### src/rtl/clkgen_oe_pkg.sv
// Shared constants for the clock output-enable control block.
// Assumes a byte-wide register port with eight addressable locations.
package clkgen_oe_pkg;
    localparam int ADDR_W   = 3;
    localparam int NUM_CFG  = 4;
    localparam int CFG_IDXW = $clog2(NUM_CFG);
    localparam int NUM_DIFF = 12;
    localparam int NUM_SE   = 4;
    localparam int ID_ADDR  = 6;

    // Control bit positions inside register 0
    localparam int SSC_BIT  = 7;
    localparam int MODE_BIT = 6;
    localparam int GLOB_BIT = 5;

    // Power-up values, index 0 is register 0
    localparam logic [NUM_CFG-1:0][7:0] CFG_DEFAULT = {8'h06, 8'h80, 8'hF0, 8'h35};
    // Writable bit masks, index 0 is register 0
    localparam logic [NUM_CFG-1:0][7:0] CFG_WMASK   = {8'hFE, 8'hE0, 8'hFF, 8'hFF};

    typedef enum logic [1:0] {
        OWN_PIN  = 2'd0,
        OWN_NONE = 2'd1,
        OWN_BITS = 2'd2
    } oe_owner_e;
endpackage

### src/rtl/clkgen_pd_sync.sv
// Resynchronises the asynchronous power-down pin to clk.
// Assumes STAGES >= 2; reset drives the chain to the powered-down level.
module clkgen_pd_sync #(
    parameter int STAGES = 2
) (
    input  logic clk,
    input  logic rst_n,
    input  logic pin_n,
    output logic pd_ok
);
    logic [STAGES-1:0] chain_q;

    // Shift the pin level through the synchroniser chain
    always_ff @(posedge clk) begin
        if (!rst_n) begin
            chain_q <= '0;
        end else begin
            chain_q <= {chain_q[STAGES-2:0], pin_n};
        end
    end

    assign pd_ok = chain_q[STAGES-1];
endmodule

### src/rtl/clkgen_cfg_regs.sv
// Register bank: writable bytes with per-bit masks, read-only ID byte,
// reserved locations returning zero.
// Assumes pd_ok is already synchronous to clk.
module clkgen_cfg_regs
    import clkgen_oe_pkg::*;
#(
    parameter logic [7:0] ID_BYTE = 8'h03
) (
    input  logic                       clk,
    input  logic                       rst_n,
    input  logic                       pd_ok,
    input  logic                       wr_en,
    input  logic [ADDR_W-1:0]          addr,
    input  logic [7:0]                 wdata,
    output logic [7:0]                 rdata,
    output logic [NUM_CFG-1:0][7:0]    cfg
);
    logic [NUM_CFG-1:0][7:0] cfg_q;
    logic                    in_cfg;

    assign in_cfg = (addr < ADDR_W'(NUM_CFG));

    // Hold defaults in reset or power-down, else merge masked write data
    always_ff @(posedge clk) begin
        if (!rst_n || !pd_ok) begin
            cfg_q <= CFG_DEFAULT;
        end else if (wr_en && in_cfg) begin
            for (int i = 0; i < NUM_CFG; i++) begin
                if (addr[CFG_IDXW-1:0] == CFG_IDXW'(i)) begin
                    cfg_q[i] <= (wdata & CFG_WMASK[i]) | (cfg_q[i] & ~CFG_WMASK[i]);
                end
            end
        end
    end

    // Select read data for the current address
    always_comb begin
        rdata = '0;
        if (in_cfg) begin
            rdata = cfg_q[addr[CFG_IDXW-1:0]];
        end else if (addr == ADDR_W'(ID_ADDR)) begin
            rdata = ID_BYTE;
        end
    end

    assign cfg = cfg_q;
endmodule

### src/rtl/clkgen_oe_gate.sv
// Derives every output enable from the ownership mode, the
// synchronised power-down level and the individual enable bits.
// Assumes cfg holds registers 0..3.
module clkgen_oe_gate
    import clkgen_oe_pkg::*;
(
    input  logic                    pd_ok,
    input  logic [NUM_CFG-1:0][7:0] cfg,
    output logic [NUM_DIFF-1:0]     diff_oe,
    output logic [NUM_SE-1:0]       se_oe,
    output logic                    mode_sw,
    output logic                    sw_glob_en
);
    oe_owner_e owner;

    assign mode_sw    = cfg[0][MODE_BIT];
    assign sw_glob_en = cfg[0][GLOB_BIT];

    // Decode which agent owns the enables
    always_comb begin
        if (!mode_sw)         owner = OWN_PIN;
        else if (!sw_glob_en) owner = OWN_NONE;
        else                  owner = OWN_BITS;
    end

    // Produce enables, forced low while powered down
    always_comb begin
        diff_oe = '0;
        se_oe   = '0;
        if (pd_ok) begin
            case (owner)
                OWN_PIN: begin
                    diff_oe = '1;
                    se_oe   = '1;
                end
                OWN_BITS: begin
                    diff_oe = {cfg[1][4:0], cfg[3][7:1]};
                    se_oe   = {cfg[1][7], cfg[1][5], cfg[1][6], cfg[0][0]};
                end
                default: begin
                    diff_oe = '0;
                    se_oe   = '0;
                end
            endcase
        end
    end
endmodule

### src/rtl/clkgen_oe_ctrl.sv
// Top: configuration registers and output-enable derivation for a
// multi-output clock generator. Assumes the serial-bus slave presents
// single-cycle write strobes synchronous to clk.
module clkgen_oe_ctrl
    import clkgen_oe_pkg::*;
#(
    parameter int         SYNC_STAGES = 2,
    parameter logic [3:0] REV_ID      = 4'h0,
    parameter logic [3:0] VENDOR_ID   = 4'h3
) (
    input  logic                clk,
    input  logic                rst_n,
    input  logic                pwrdn_n,
    input  logic                reg_wr_en,
    input  logic [ADDR_W-1:0]   reg_addr,
    input  logic [7:0]          reg_wdata,
    output logic [7:0]          reg_rdata,
    output logic [NUM_DIFF-1:0] diff_oe,
    output logic [NUM_SE-1:0]   se_oe,
    output logic                ssc_en,
    output logic [3:0]          freq_sel_lo,
    output logic [2:0]          freq_sel_hi
);
    localparam logic [7:0] ID_BYTE = {REV_ID, VENDOR_ID};

    logic                    pd_ok;
    logic                    mode_sw;
    logic                    sw_glob_en;
    logic [NUM_CFG-1:0][7:0] cfg;

    clkgen_pd_sync #(.STAGES(SYNC_STAGES)) u_sync (
        .clk   (clk),
        .rst_n (rst_n),
        .pin_n (pwrdn_n),
        .pd_ok (pd_ok)
    );

    clkgen_cfg_regs #(.ID_BYTE(ID_BYTE)) u_regs (
        .clk   (clk),
        .rst_n (rst_n),
        .pd_ok (pd_ok),
        .wr_en (reg_wr_en),
        .addr  (reg_addr),
        .wdata (reg_wdata),
        .rdata (reg_rdata),
        .cfg   (cfg)
    );

    clkgen_oe_gate u_gate (
        .pd_ok      (pd_ok),
        .cfg        (cfg),
        .diff_oe    (diff_oe),
        .se_oe      (se_oe),
        .mode_sw    (mode_sw),
        .sw_glob_en (sw_glob_en)
    );

    assign ssc_en      = cfg[0][SSC_BIT];
    assign freq_sel_lo = cfg[0][4:1];
    assign freq_sel_hi = cfg[2][7:5];
endmodule

### config.mk
export PLATFORM = sky130hd
export DESIGN_NAME = clkgen_oe_ctrl
export DESIGN_NICKNAME = d
export VERILOG_FILES = /design/src/rtl/clkgen_oe_pkg.sv /design/src/rtl/clkgen_pd_sync.sv /design/src/rtl/clkgen_cfg_regs.sv /design/src/rtl/clkgen_oe_gate.sv /design/src/rtl/clkgen_oe_ctrl.sv
export SDC_FILE = /design/constraint.sdc
export NUM_CORES = 1
export LEC_CHECK = 0
export BUFFER_PORTS_ARGS = -buffer_cell sky130_fd_sc_hd__buf_2
export CAP_MARGIN = 20
export CORE_AREA = 4 4 49 94
export CTS_BUF_LIST = sky130_fd_sc_hd__clkbuf_2 sky130_fd_sc_hd__clkbuf_4 sky130_fd_sc_hd__clkbuf_8
export DETAILED_ROUTE_END_ITERATION = 8
export DIE_AREA = 0 0 53 98
export GPL_TIMING_DRIVEN = 0
export PLACE_DENSITY = 0.69
export SYNTH_ARGS = -nofsm -noshare
export SYNTH_HDL_FRONTEND = slang
export SYNTH_SLANG_ARGS = --single-unit
export TNS_END_PERCENT = 50
### constraint.sdc
create_clock -name clk -period 1.5 [get_ports clk]
set_input_delay 0.3 -clock clk [delete_from_list [all_inputs] [get_ports clk]]
set_output_delay 0.3 -clock clk [all_outputs]
set_load 0.005 [all_outputs]
# Word-level counts from Yosys, hierarchy flattened

Index checks and enable logic that the tools add are counted.

Flip-flop bits (word level): 34
Bits of input ports: 15
Output and inout port bits: 32

$lt $le $gt $ge: 2
Eq/ne operators: 5
Mux-type cells: 10
Bitwise logic cells: 2
Reduce and logical (&&, ||, !) cells: 10

Operators with widths:

| cell               | count |
|---|---|
| $pmux 12 s2        | 1 |
| $bmux 8 s2         | 1 |
| $mux 8             | 2 |
| $mux 12            | 1 |
| $or 8x1->8         | 1 |
| $or 8x5->8         | 1 |
| $pmux 4 s2         | 1 |
| $reduce_and 2->1   | 4 |
| $eq 2x2->1 const B | 3 |
| $mux 2             | 3 |
| $logic_not 2->1    | 2 |
| $mux 4             | 1 |
| $eq 3x3->1 const B | 1 |
| $lt 2x3->1 const B | 1 |
| $lt 3x3->1 const B | 1 |
| $eq 2x1->1 const B | 1 |
| $logic_not 1->1    | 2 |
| $logic_and 1x1->1  | 1 |
| $logic_or 1x1->1   | 1 |

# Logic depth before layout (Yosys ltp)

Word-level depth: 5
Depth in mapped cells: 4
Depth with buffers taken out: 2

# Hierarchy

A second synthesis with hierarchy kept.

Cell total of the unflattened synthesis: 191
Area total of the unflattened synthesis: 1,825.5 µm²

By module, submodules not included:

| module          | instances | cells an instance | area an instance (µm²) | seq. area each (µm²) |
|---|---|---|---|---|
| clkgen_cfg_regs | 1         | 149               | 1,496.4                | 520.5 |
| clkgen_oe_gate  | 1         | 38                | 276.5                  | 0.0 |
| clkgen_pd_sync  | 1         | 4                 | 52.6                   | 40.0 |

# Worst setup path before layout

Ideal clock, no wire load.

Path kind: in2reg
From: input port reg_addr[0]
To: register u_regs.cfg_q, in the netlist u_regs.cfg[0]
Library setup time: 0.121 ns
Arrival time: 1.268 ns
Path slack: 0.110 ns
Cell stages on the path: 3
Buffers on the path: 1
Path through: or4b_1 > buf_6 > mux2_4

Longest elaborated chain between the ends: 3

RTL lines:

| item                                | RTL line              | source |
|---|---|---|
| from (decl)                         | clkgen_oe_ctrl.sv:15  | `input logic [ADDR_W-1:0] reg_addr,` |
| $lt 3x3->1                          | clkgen_cfg_regs.sv:21 | `assign in_cfg = (addr < ADDR_W'(NUM_CFG));` |
| $logic_and 1x1->1                   | clkgen_cfg_regs.sv:27 | `end else if (wr_en && in_cfg) begin` |
| $reduce_and 2->1 (no source line) * | --                    |  |
| to (signal, indexed assignment)     | clkgen_cfg_regs.sv:30 | `cfg_q[i] <= (wdata & CFG_WMASK[i]) \| (cfg_q[i] & ~CFG_WMASK[i]);` |
| to (decl)                           | clkgen_cfg_regs.sv:18 | `logic [NUM_CFG-1:0][7:0] cfg_q;` |

Mark *: on every way between the ends. The rest lies on a longest branch, timed or not.
A chain may end at the register's enable or synchronous reset.

# Worst setup path after layout

From: register u_regs.cfg_q, in the netlist u_regs.cfg[5]
To: output port reg_rdata[5]

Longest elaborated chain between the ends: 3

RTL lines:

| item                         | RTL line              | source |
|---|---|---|
| $bmux 8 s2                   | clkgen_cfg_regs.sv:40 | `rdata = cfg_q[addr[CFG_IDXW-1:0]];` |
| $mux 8 (not written as such) | clkgen_cfg_regs.sv:40 |  |
| $mux 8                       | clkgen_cfg_regs.sv:39 | `if (in_cfg) begin` |
| to (decl)                    | clkgen_oe_ctrl.sv:17  | `output logic [7:0] reg_rdata,` |

Every way passes these cells. The select of a mux whose other input is x is not followed.

==> results.txt <==
Syn Area/Cell -> 9.22 um^2
drt first pass iters -> 4
DP Cell Count -> 282
commonest non-fill, non-tap cells in the layout -> 44 x buf_2, 27 x mux2i_1, 24 x nand3_1
Rows -> 32
global-route wire length before repair -> 8600 um
failing checks -> setup timing
clock buffer depth -> 2
final setup margin -> -0.177 ns
Synth area leader -> dfxtp_1
Clock transition at path regs -> 0.10 ns
starting density of the core -> 44.2%
setup tns final -> -0.746 ns
share of cells above drive strength 1 -> 48.8%
register bit total from synthesis -> 28
drt via density -> 5.68
yosys warns -> 0
Max IR drop VDD -> 0.561 mV
critical path required time -> 1.20 ns
CORE AREA -> 3880 um^2
final hold vios -> 0
Final Non-Filler Cells -> 301
GRT overflow -> 0
leak pwr -> 1.19 nW
NumNets Final -> 266
drt first-iter violations -> 56
WL final -> 5550 um
PnR Total Power -> 1.60 mW
CTS tree -> done
relative slew slack -> 63.5%
total CTS buffers -> 3
final critical-path share of the clock period -> 112%
status -> finished, violations left
maxcap violations -> 0
initial antenna violation count -> 0
Crit path arrival time -> 1.38 ns
port buffer count -> 45
Layout Skew -> 0.00842 ns
max frequency -> 0.596 GHz
hold_buf cts -> 0
Mapped Cells -> 186
routed vias -> 1711
WS Path Type -> reg2out
# setup viols final -> 12
Crit Path Max Fanout -> 3
Worst-Skew Late Latency -> 0.28 ns
worst path buffer plus inverter count -> 1
Final Util -> 63.1%
drt wl/cell -> 18.4 um
detailed placement HPWL -> 3680 um
Die ar. -> 5190 um^2
area share of the largest cell type after synthesis -> 32.7%
Setup crit start kind -> register
H-tree depth -> 1
Ant. Diodes -> 0
GRT Total Usage -> 21.9%
largest net degree at the start of global routing -> 17
clk sinks -> 28
Die H -> 98 um
critical path's slowest cell -> mux4_2
family with the most delay on the worst path -> multiplexers
worst hold path type -> in2reg
worst-path cell chain -> mux4_2 > nor2b_4 > buf_2
biggest cell delay along the critical path -> 0.46 ns
sequential share of the synthesized area -> 32.7%
Root Driver -> clkbuf_8
synthesized area -> 1720 um^2
post-route ant nets -> 0
Synthesized Nets -> 201
DRC -> 0
Yosys cell types -> 28
top cells by area, synth -> dfxtp_1 33%, mux2i_1 16%, nand3_1 7.0%
Slew @ Worst Pin -> 0.548 ns
gp weighted congestion -> 0.851
final worst path period need -> 1.68 ns
pwr dens -> 654 nW/um^2
Slew Limit Fails -> 0
area delta synth->final -> 42.8%
Worst Setup End Kind -> primary output
RSZ-0062 raised after global routing -> true
Die X -> 53 um
vias in the first global route -> 1645
I/O pin total -> 47
most common cell after layout, fill and taps aside -> buf_2
## Yosys cell counts (all sizes together)
library cell and instances:
nor4bb 1, nand3b 7, or4b 3, o211ai 1, nand2 16, inv 3, buf 11, nor2b 3
and4b 1, and2 2, mux2 3, clkbuf 16, and4bb 1, a21boi 16, nand2b 1, nand4b 1
mux4 3, o32ai 3, mux2i 27, nand4bb 1, or4bb 1, or2 1, and3b 12, nand3 24
dfxtp 28
## layout make-up
type,instances,area [um^2]
Multi-Input combinational cell,128,1100
Clock inverter,1,30.0
Tap cell,51,63.8
Buffer,25,214
Sequential cell,28,579
Fill cell,333,1430
Timing Repair Buffer,62,409
Clock buffer,3,41.3
Inverter,3,11.3
## cells by family (layout without fill, tap and decap cells)
logic type,count (synthesis),in the layout,synth area share [%]
flip-flops,28,28,32.7
multiplexers,33,33,21.9
AO/OA/AOI/OAI,20,20,8.97
AND/OR/NAND/NOR,75,75,27.7
buffers and inverters,30,94,8.75
## state kept, by name, indices dropped and copies added, names as in the netlist
signal	flops
u_regs.cfg	26
u_sync.chain_q	2
## path summary, 6_finish.rpt
path                                   startpoint           endpoint  slack, ns  cells after the start
worst max-delay path                u_regs.cfg[5]       reg_rdata[5]      -0.18                      3
worst min-delay path                      pwrdn_n  u_sync.chain_q[0]       0.22                      2
worst min register to register  u_sync.chain_q[0]  u_sync.chain_q[1]       0.45                      1
worst max register to register  u_sync.chain_q[1]     u_regs.cfg[14]       0.13                      3
## power breakdown
group	leakage [nW]	switching [mW]	internal [mW]
Sequential	0.230	0.00245	0.743
Combinational	0.928	0.125	0.125
Clock	0.0357	0.249	0.358
## through the flow
step / cell area [um^2] / setup WS [ns] / hold slack [ns]
floorplan: 1720 / 0.110 / 0.412
CTS: 2320 / -0.155 / 0.218
global route: 2450 / -0.198 / 0.243
finish: 2450 / -0.177 / 0.219
detailed placement: 2000 / -0.320 / 0.424
global placement: 2000 / -0.320 / 0.416
## layer usage
layer / vias up / GRT usage, % / share of wire, %
li1: 796 / - / -
met1: 841 / 27.7 / 39
met2: 59 / 37.4 / 53
met3: 15 / 1.98 / 4.3
met4: 0 / 7.87 / 3.3
met5: - / 0 / 0
## what timing repair did
item                                    CTS  global route
gates resized for setup                  68            29
endpoints found under the setup margin   34            35
setup buffers                            10             4
pin swaps                                12             7
cloned                                    2             1
Note: power is estimated with default switching activity, not from simulation.
